### config.mk
export PLATFORM = sky130hd
export DESIGN_NAME = dma_perr_ctrl
export DESIGN_NICKNAME = d
export VERILOG_FILES = /design/src/rtl/dma_perr_pkg.sv /design/src/rtl/dma_perr_classify.sv /design/src/rtl/dma_perr_flag.sv /design/src/rtl/dma_perr_stop_seq.sv /design/src/rtl/dma_perr_ctrl.sv
export SDC_FILE = /design/constraint.sdc
export NUM_CORES = 1
export LEC_CHECK = 0
export CORE_MARGIN = 2
export CORE_UTILIZATION = 30
export CTS_CLUSTER_SIZE = 12
export DETAILED_ROUTE_END_ITERATION = 8
export DONT_BUFFER_PORTS = 1
export HOLD_SLACK_MARGIN = 0.03
export SLEW_MARGIN = 10
export SYNTH_ARGS = -nofsm -noshare
export SYNTH_HDL_FRONTEND = slang
export SYNTH_SLANG_ARGS = --single-unit
### constraint.sdc
create_clock -name clk -period 1.1 [get_ports clk]
set_clock_uncertainty 0.15 [all_clocks]
set_input_delay 0.055 -clock clk [delete_from_list [all_inputs] [get_ports clk]]
set_output_delay 0.055 -clock clk [all_outputs]
set_load 0.1 [all_outputs]
### src/rtl/dma_perr_pkg.sv
package dma_perr_pkg;

    localparam int KIND_W = 3;

    typedef enum logic [KIND_W-1:0] {
        K_INIT_RD = 3'd0,
        K_DESC_RD = 3'd1,
        K_DESC_WR = 3'd2,
        K_TXBUF_RD = 3'd3,
        K_RXBUF_WR = 3'd4,
        K_OTHER5 = 3'd5,
        K_OTHER6 = 3'd6,
        K_OTHER7 = 3'd7
    } xfer_kind_e;

    typedef struct packed {
        logic go_stop;
        logic need_drain;
        logic tx_mark;
        logic rx_mark;
    } perr_action_t;

    typedef enum logic [1:0] {
        SQ_IDLE = 2'd0,
        SQ_DRAIN = 2'd1,
        SQ_FIRE = 2'd2
    } stop_state_e;

    function automatic logic style_is_wide(input logic [7:0] style);
        return (style == 8'd2) || (style == 8'd3);
    endfunction

    function automatic logic [31:0] bit_mask(input int unsigned pos);
        logic [31:0] m;
        m = '0;
        m[pos] = 1'b1;
        return m;
    endfunction

endpackage

### src/rtl/dma_perr_classify.sv
module dma_perr_classify
    import dma_perr_pkg::*;
#(
    parameter int STYLE_W = 8
) (
    input  logic               perr,
    input  logic [KIND_W-1:0]  kind,
    input  logic               adv_en,
    input  logic [STYLE_W-1:0] style,
    output perr_action_t       act
);
    logic adv_live;
    logic [7:0] style8;

    generate
        if (STYLE_W >= 8) begin : g_wide
            assign style8 = style[7:0];
        end else begin : g_narrow
            assign style8 = {{(8-STYLE_W){1'b0}}, style};
        end
    endgenerate

    assign adv_live = adv_en && style_is_wide(style8);

    always_comb begin
        act = '0;
        if (perr && adv_live) begin
            case (xfer_kind_e'(kind))
                K_INIT_RD: act.go_stop = 1'b1;
                K_DESC_RD, K_DESC_WR: begin
                    act.go_stop = 1'b1;
                    act.need_drain = 1'b1;
                end
                K_TXBUF_RD: act.tx_mark = 1'b1;
                K_RXBUF_WR: act.rx_mark = 1'b1;
                default: act = '0;
            endcase
        end
    end
endmodule

### src/rtl/dma_perr_flag.sv
module dma_perr_flag (
    input  logic clk,
    input  logic rst,
    input  logic set,
    input  logic clr,
    input  logic ie,
    output logic flag,
    output logic irq
);
    always_ff @(posedge clk) begin
        if (rst) flag <= 1'b0;
        else if (set) flag <= 1'b1;
        else if (clr) flag <= 1'b0;
    end
    assign irq = flag & ie;
endmodule

### src/rtl/dma_perr_stop_seq.sv
module dma_perr_stop_seq
    import dma_perr_pkg::*;
(
    input  logic clk,
    input  logic rst,
    input  logic go,
    input  logic need_drain,
    input  logic tx_busy,
    output logic draining,
    output logic stop_pulse
);
    stop_state_e st, st_nx;

    always_comb begin
        st_nx = st;
        case (st)
            SQ_IDLE:  if (go) st_nx = (need_drain && tx_busy) ? SQ_DRAIN : SQ_FIRE;
            SQ_DRAIN: if (!tx_busy) st_nx = SQ_FIRE;
            SQ_FIRE:  st_nx = SQ_IDLE;
            default:  st_nx = SQ_IDLE;
        endcase
    end

    always_ff @(posedge clk) begin
        if (rst) st <= SQ_IDLE;
        else st <= st_nx;
    end

    assign draining = (st == SQ_DRAIN);
    assign stop_pulse = (st == SQ_FIRE);
endmodule

### src/rtl/dma_perr_ctrl.sv
module dma_perr_ctrl
    import dma_perr_pkg::*;
#(
    parameter int DESC_W = 32,
    parameter int BPE_POS = 23,
    parameter int STYLE_W = 8
) (
    input  logic               clk,
    input  logic               rst,
    input  logic               perr_i,
    input  logic [2:0]         perr_kind_i,
    input  logic               sint_ie_i,
    input  logic               adv_en_i,
    input  logic [STYLE_W-1:0] desc_style_i,
    input  logic               sint_clr_i,
    input  logic               tx_busy_i,
    input  logic               rx_last_wr_i,
    output logic               sint_flag_o,
    output logic               irq_o,
    output logic               stop_req_o,
    output logic               tx_abort_req_o,
    output logic [DESC_W-1:0]  tx_desc_set_o,
    output logic [DESC_W-1:0]  rx_desc_set_o
);
    localparam logic [DESC_W-1:0] BPE_MASK = DESC_W'(1) << BPE_POS;

    perr_action_t act;
    logic draining;
    logic tx_mark_q;
    logic rx_pend_q;
    logic rx_hit;

    dma_perr_classify #(.STYLE_W(STYLE_W)) u_cls (
        .perr(perr_i), .kind(perr_kind_i), .adv_en(adv_en_i),
        .style(desc_style_i), .act(act)
    );

    dma_perr_flag u_flag (
        .clk(clk), .rst(rst), .set(perr_i), .clr(sint_clr_i),
        .ie(sint_ie_i), .flag(sint_flag_o), .irq(irq_o)
    );

    dma_perr_stop_seq u_seq (
        .clk(clk), .rst(rst), .go(act.go_stop), .need_drain(act.need_drain),
        .tx_busy(tx_busy_i), .draining(draining), .stop_pulse(stop_req_o)
    );

    always_ff @(posedge clk) begin
        if (rst) begin
            tx_mark_q <= 1'b0;
            rx_pend_q <= 1'b0;
        end else begin
            tx_mark_q <= act.tx_mark;
            rx_pend_q <= rx_last_wr_i ? 1'b0 : (rx_pend_q | act.rx_mark);
        end
    end

    assign rx_hit = rx_last_wr_i && (rx_pend_q || act.rx_mark);
    assign tx_abort_req_o = tx_mark_q | draining;
    assign tx_desc_set_o = tx_mark_q ? BPE_MASK : '0;
    assign rx_desc_set_o = rx_hit ? BPE_MASK : '0;
endmodule

==> impl_metrics.toml, run 1 <==
[outcome]
status = "complete, but fails checks"
violations = "negative hold slack, negative setup slack"

[min_path]
min_path_cells = 1
min_from = "rst"
hold_path.class = "primary input to register"
hold-path-endpoint = "u_flag.flag$_SDFFE_PP0P_"

[drt]
drt_wl_total_um = 1132
wire_per_inst_um = 8.203
ant_nets = 0
route.detailed.drc = 0
first_pass_iters = 3
drt_iter0_markers = 3
via_per_inst = 3.217
num_vias = 444

[place]
place_ws_ns = -0.1041
place_inst = 132
place_area_um2 = 658.1
dpl.hpwl_um = 1012
gp_congestion = 0.5656
io_buffers = 0

[final_layout]
fillerInstances = 261
fin_cells = 138
area_growth_pct = -1.003
drive_gt1_frac = 0.2222
stdcell_area_um2 = 740.7
diodes = 0
layout.nets = 128
fin_util = 0.3074

[die]
start_util = 0.3105
die_x_um = 53.94
die_area_um2 = 2910
die_y_um = 53.94
coreArea_um2 = 2410
num_rows = 18
ios = 87

[sta]
fmax_mhz = 790.4
rsz0062_at_grt = "yes"
fin_ws_ns = -0.1652
period_needed_ns = 1.265
setup_viol = 5
hold_viol = 5
post-route-period-util = 1.150
hold_ws_ns = -0.2749
drv_slew = 0

[grt]
antenna_found_initial = 0
grt_max_degree = 6
grtUsageTotal = 0.06916
globalRouteOverflowTotal = 0
grt_first_pass_wirelength_um = 1366
grt_pass1_vias = 306

[logic_synthesis]
synthSimpleGateAreaFrac = 0.1271
synth-edff-count = 0
synth_top_family_by_area = "buffers and inverters"
synthAdderAreaFrac = 0.01505
avgSynthCellArea_um2 = 7.714
seq_area_frac_synth = 0.1338
synth.distinct_cells = 25
ys_ff_latch = 5
synth-compound-area-share = 0.05017
syn_area_um2 = 748.2
synth_cells = 97
yosysWarningCount = 0
synthMuxAreaShare = 0
synthXorXnorAreaFrac = 0.01171
async_flop_share = 0
synthFlopType = "dfxtp_1"

[clock_tree]
numCtsBuffers = 3
cts_tree = "done"
cts.htree.levels = 1
cts_hold_buf = 1
cts_sinks = 5
clk_pin_slew_ns = 0.04
clk-insertion-delay-late_ns = 0.24
clock-root-buffer = "clkbuf_4"
cts_buffer_depth = 2

[setup_path]
end_kind = "output pin"
startpoint_type = "register"
path_max_fanout = 3
reg2reg_to = "u_seq.st[1]$_SDFFE_PP0P_"
r2r_slack_ns = -0.07
worst_r2r_path_depth = 2
arrival_ns = 1.06
crit_required_ns = 0.89
crit_type = "register to output pin"
r2r_start = "u_seq.st[1]$_SDFFE_PP0P_"

[power_and_ir_drop]
power_switching_uw = 1039
p_int_uw = 344.3
p_sw_frac = 0.7511
total_power_uw = 1383
p_leak_uw = 0.0003890
p_clk_frac = 0.155
peakVddDrop_mv = 0.7391
seq_power_share = 0.133
power.density_nw_per_um2 = 1868
pwr-share-comb = 0.712

[flow_run]
drv_cap = 0
## metrics by stage
| stage | setup TNS, ns | hold WS (ns) |
|---|---|---|
| global placement | -0.1639 | -0.02881 |
| global route | -0.6389 | -0.2940 |
| detailed placement | -0.1566 | -0.02297 |
| finish | -0.3773 | -0.2749 |
| CTS | -0.4733 | -0.2837 |
| floorplan | -0.2196 | -0.03003 |
## cell families after synthesis
group / count (synthesis)
xor+xnor: 1
other cells: 1
simple gates: 16
flops: 5
fa+ha+maj: 1
compound gates: 6
buf+inv: 67
## how the worst max path moves through the flow
stage / start / endpoint / slack (ns) / depth (start not counted)
after detailed placement: desc_style_i[2] / rx_desc_set_o[23] / -0.10 / 4
final: u_seq.st[0]$_SDFFE_PP0P_ / tx_abort_req_o / -0.17 / 3
after global placement: desc_style_i[2] / rx_desc_set_o[23] / -0.12 / 4
after global routing: u_seq.st[0]$_SDFFE_PP0P_ / tx_abort_req_o / -0.20 / 3
after floorplan: u_flag.flag$_SDFFE_PP0P_ / irq_o / -0.19 / 1
after CTS: u_seq.st[1]$_SDFFE_PP0P_ / tx_abort_req_o / -0.18 / 4
## critical path, stage by stage, from the launching register on
cell	delay [ns]
dfxtp_4	0.33
buf_6	0.12
a21o_4	0.21
buf_12	0.16
## sequential cells by signal, indices dropped and copies added (netlist names)
name,count
u_flag.flag,1
tx_mark_q,1
u_seq.st,2
rx_pend_q,1
## area by class of cell
class,count,area [µm²],share of cell area
inverters,3,13.76,0.01858
well taps,30,37.54,0.05068
clock buffers,4,26.28,0.03547
flip-flops and latches,5,107.6,0.1453
repair buffers,10,126.4,0.1706
multi-input cells,86,429.2,0.5794
## Yosys cell counts (2+ instances only)
master   count  share of area
inv_1        3          0.015
nand3_1      2          0.013
buf_4       64           0.64
dfxtp_1      5           0.13
nor2_1       3          0.015
## layer usage
layer  vias up  global-route usage  share of wire
met4         0             0.06410              0
met2        46              0.1138           0.51
met1       192             0.06323           0.28
li1        206                   -              -
met3         0             0.03056           0.21
met5         -                   0              0
## cells in the final DEF (no fill, tap or decap), types with 2 or more instances in the layout
cell,synthesis,final
nor2_1,3,2
dfxtp_2,0,3
conb_1,1,62
clkbuf_4,0,3
buf_6,0,3
nand3_1,2,2
buf_12,0,3
buf_4,64,3
## power by group through the flow
stage	Sequential, µW	Clock (µW)	Combinational, µW
after CTS	184	226	979
after global routing	184	245	1000
after global placement	187	0	974
after floorplan	205	0	1120
final	184	214	985
after detailed placement	187	0	975
## timing repair
action,4_1_cts,5_1_grt
gates resized for setup,9,2
endpoints found under the hold margin,5,5
setup buffers,1,0
setup endpoints to repair,5,7
pin swaps,4,5
(Power assumes the default switching activity.)
==> run 2, diff against run 1 <==
Settings changed: PLACE_DENSITY_LB_ADDON from default to 0.08.
==> run 2 against run 1 <==
Net effect:
- the run still ends with negative hold slack, negative setup slack left
- flip-flop and latch count unchanged
- critical path depth unchanged
- combinational power down 0.4%
- clock power about the same
==> impl_metrics.toml, run 2 (synthesis results as in run 1) <==
[setup_path]
crit_type = "register to output pin"
worst_r2r_path_depth = 2
path_max_fanout = 3
end_kind = "output pin"
r2r_start = "u_seq.st[1]$_SDFFE_PP0P_"
arrival_ns = 1.07
reg2reg_to = "u_seq.st[1]$_SDFFE_PP0P_"
crit_required_ns = 0.89
startpoint_type = "register"
r2r_slack_ns = -0.06
cpLargestDelayFamily = "flip-flops"
crit_chain = "buf_6, a21o_4, buf_12"
slowest_delay_ns = 0.34
critPathBufInv = 2
cp_slowest_cell = "dfxtp_4"

[drt]
drt_iter0_markers = 1
route.detailed.drc = 0
via_per_inst = 3.109
wire_per_inst_um = 7.790
first_pass_iters = 2
num_vias = 429
ant_nets = 0
drt_wl_total_um = 1075

[power_and_ir_drop]
total_power_uw = 1381
peakVddDrop_mv = 0.8948
p_sw_frac = 0.7527
power_switching_uw = 1040
p_clk_frac = 0.157
p_leak_uw = 0.0003835
seq_power_share = 0.133
p_int_uw = 341.6
pwr-share-comb = 0.710
power.density_nw_per_um2 = 1907

[clock_tree]
clk_pin_slew_ns = 0.05
clk-insertion-delay-late_ns = 0.24
cts_tree = "done"
cts_buffer_depth = 2
cts_sinks = 5
clock-root-buffer = "clkbuf_4"
cts.htree.levels = 1
cts_hold_buf = 1
numCtsBuffers = 3

[final_layout]
drive_gt1_frac = 0.2222
fillerInstances = 258
seq_area_um2 = 107.6
largest_reg_flops = 2
multiInputGateArea_um2 = 412.9
stdcell_area_um2 = 724.4
area_growth_pct = -3.177
layout.nets = 128
regMostFlops = "u_seq.st"
final_common_cell = "conb_1"
fin_util = 0.3006
diodes = 0
fin_cells = 138

[place]
io_buffers = 0
place_area_um2 = 658.1
dpl.hpwl_um = 992.7
place_inst = 132
gp_congestion = 0.6037

[sta]
hold_viol = 5
fmax_mhz = 786.9
post-route-period-util = 1.155
hold_ws_ns = -0.2713
period_needed_ns = 1.271
rsz0062_at_grt = "yes"
setup_viol = 5
drv_slew = 0
fin_ws_ns = -0.1708
totalNegativeSetupSlack_ns = -0.3771

[min_path]
hold-path-endpoint = "u_flag.flag$_SDFFE_PP0P_"
hold_path.class = "primary input to register"
min_from = "rst"
min_path_cells = 1

[flow_run]
drv_cap = 0

[grt]
grt_pass1_vias = 312
globalRouteOverflowTotal = 0
antenna_found_initial = 0
grt_first_pass_wirelength_um = 1297
grtUsageTotal = 0.06686
grt_max_degree = 6

[die]
coreArea_um2 = 2410
num_rows = 18
ios = 87
die_area_um2 = 2910
start_util = 0.3105
die_y_um = 53.94
die_x_um = 53.94

[outcome]
status = "complete, but fails checks"
violations = "negative hold slack, negative setup slack"
run 2: worst max-delay path by stage:
stage	from	endpoint	cells after the start
6_report	u_seq.st[0]$_SDFFE_PP0P_	tx_abort_req_o	3
4_1_cts	u_seq.st[1]$_SDFFE_PP0P_	tx_abort_req_o	4
3_5_place_dp	desc_style_i[2]	rx_pend_q$_SDFF_PP0_	4
3_3_place_gp	desc_style_i[2]	rx_desc_set_o[23]	4
2_1_floorplan	u_flag.flag$_SDFFE_PP0P_	irq_o	1
5_1_grt	u_seq.st[0]$_SDFFE_PP0P_	tx_abort_req_o	3
run 2: per-layer routing:
layer / GRT usage / vias up / wire length, µm
met4: 0.05128 / 0 / 6
li1: - / 206 / -
met3: 0.05278 / 2 / 200
met1: 0.05990 / 185 / 321
met5: 0 / - / 0
met2: 0.09959 / 36 / 547
run 2: per-stage QoR:
step / hold WS (ns) / worst slack (ns)
5_1_grt: -0.2813 / -0.1942
3_5_place_dp: -0.02233 / -0.06302
4_1_cts: -0.2815 / -0.1807
6_report: -0.2713 / -0.1708
3_3_place_gp: -0.02844 / -0.07426
2_1_floorplan: -0.03003 / -0.1883
run 2: cell type report:
| class | instances | area share |
|---|---|---|
| inverters | 3 | 0.01900 |
| repair buffers | 10 | 0.1744 |
| well taps | 30 | 0.05181 |
| multi-input cells | 86 | 0.5699 |
| flip-flops and latches | 5 | 0.1485 |
| clock buffers | 4 | 0.03627 |
run 2: what timing repair did:
item                                    CTS  global route
hold endpoints to repair                  5             5
buffers inserted                          1             0
gates cloned                              0             0
gates resized for setup                   8             1
pin swaps                                 4             3
endpoints found under the setup margin    5             8
run 2: power groups by stage:
stage	logic, µW	clock network (µW)	registers (µW)
after floorplan	1120	0	205
after global placement	973	0	188
after detailed placement	974	0	187
after CTS	977	229	184
after global routing	1000	238	184
final	981	217	184
==> run 3, diff against run 2 <==
Settings changed: CTS_BUF_LIST from default to sky130_fd_sc_hd__clkbuf_8.
==> run 3 against run 2 <==
Net effect:
- the run still ends with negative hold slack, negative setup slack left
- core utilization grew 1.4 points
- final area grew 4.7%
- maximum frequency grew 1.0%
- worst hold slack gained 0.015 ns
- clock power grew 60%
- global-route usage grew 0.46 points
- critical path depth is the same
- combinational power grew 0.5%
- critical endpoint unchanged
- largest cell class unchanged
==> impl_metrics.toml, run 3 (synthesis results as in run 1) <==
[final_layout]
drive_gt1_frac = 0.2202
mostFrequentLayoutCells = "conb_1, buf_4, clkbuf_8, buf_12, dfxtp_2"
regMostFlops = "u_seq.st"
layout.nets = 129
final_common_cell = "conb_1"
stdcell_area_um2 = 758.2
area_growth_pct = 1.338
fin_cells = 139
fillerInstances = 256
largest_reg_flops = 2
diodes = 0

[drt]
first_pass_iters = 2
ant_nets = 0
wire_per_inst_um = 8.180
num_vias = 440
route.detailed.drc = 0
via_per_inst = 3.165
drt_wl_total_um = 1137
drt_iter0_markers = 2

[die]
start_util = 0.3105
ios = 87
die_area_um2 = 2910
die_y_um = 53.94
coreArea_um2 = 2410
die_x_um = 53.94
num_rows = 18

[setup_path]
crit_type = "register to output pin"
arrival_ns = 1.05
startpoint_type = "register"
crit_required_ns = 0.89
path_max_fanout = 3
end_kind = "output pin"

[place]
io_buffers = 0
place_area_um2 = 658.1
place_inst = 132
dpl.hpwl_um = 992.7
gp_congestion = 0.6037

[clock_tree]
cts.htree.levels = 1
clk_pin_slew_ns = 0.04
cts_buffer_depth = 2
cts_tree = "done"
clk-insertion-delay-late_ns = 0.23
clock-root-buffer = "clkbuf_8"
cts_sinks = 5
numCtsBuffers = 3

[sta]
period_needed_ns = 1.258
hold_ws_ns = -0.2559
fin_ws_ns = -0.1577
drv_slew = 0
setup_viol = 4
rsz0062_at_grt = "yes"
fmax_mhz = 795.1
hold_viol = 5
post-route-period-util = 1.143

[grt]
globalRouteOverflowTotal = 0
grt_max_degree = 6
grt_first_pass_wirelength_um = 1331
grtUsageTotal = 0.07147
grt_pass1_vias = 322
antenna_found_initial = 0

[outcome]
status = "complete, but fails checks"
violations = "negative hold slack, negative setup slack"

[min_path]
hold_path.class = "primary input to register"

[power_and_ir_drop]
p_leak_uw = 0.0004004
peakVddDrop_mv = 0.9144
power.density_nw_per_um2 = 2002

[flow_run]
drv_cap = 0
[run 3: final timing paths]
path	start	depth (start not counted)	slack (ns)	endpoint
min reg2reg	rx_pend_q$_SDFF_PP0_	2	0.31	rx_pend_q$_SDFF_PP0_
max	u_seq.st[0]$_SDFFE_PP0P_	3	-0.16	tx_abort_req_o
min	rst	1	-0.26	u_flag.flag$_SDFFE_PP0P_
max reg2reg	u_seq.st[1]$_SDFFE_PP0P_	2	-0.07	u_seq.st[1]$_SDFFE_PP0P_
[run 3: critical path, cell delays in order (launching register included)]
cell and delay [ns]:
dfxtp_4 0.33, buf_6 0.12, a21o_4 0.21, buf_12 0.16
[run 3: routing by layer]
| metal | wire, µm | track usage | up-vias |
|---|---|---|---|
| met5 | 0 | 0 | - |
| met4 | 29 | 0.06410 | 0 |
| met3 | 201 | 0.06111 | 3 |
| met2 | 551 | 0.1037 | 39 |
| met1 | 354 | 0.05990 | 191 |
| li1 | - | - | 207 |
[run 3: report_power, final]
part	total, µW	switching (µW)	internal (µW)
sequential	184	1.74	183
combinational	986	960	25.4
clock	348	107	241
total	1520	1070	449
[run 3: what timing repair did]
| item | 4_1_cts | 5_1_grt |
|---|---|---|
| pin swaps | 4 | 6 |
| gates resized for setup | 8 | 1 |
| buffers inserted | 1 | 0 |
| endpoints found under the setup margin | 4 | 6 |
| endpoints found under the hold margin | 5 | 5 |
| hold buffers | 1 | 1 |
[run 3: cell type report]
cell class                 instances  area (µm²)  area share
clock buffer                       3       41.29     0.05446
multi-input combinational         86       421.7      0.5561
inverter                           3       13.76     0.01815
tap                               30       37.54     0.04950
timing repair buffer              11       132.6      0.1749
clock inverter                     1       3.754    0.004950
sequential                         5       107.6      0.1419
[run 3: stage by stage]
step / setup WS, ns / power, µW / utilization / setup TNS, ns
2_1_floorplan: -0.1883 / 1327 / - / -0.2196
3_3_place_gp: -0.07426 / 1161 / 0.2731 / -0.1627
3_5_place_dp: -0.06302 / 1161 / 0.2731 / -0.1712
4_1_cts: -0.1559 / 1515 / 0.3069 / -0.3634
5_1_grt: -0.1745 / 1562 / 0.3146 / -0.5672
6_report: -0.1577 / 1518 / 0.3146 / -0.3409
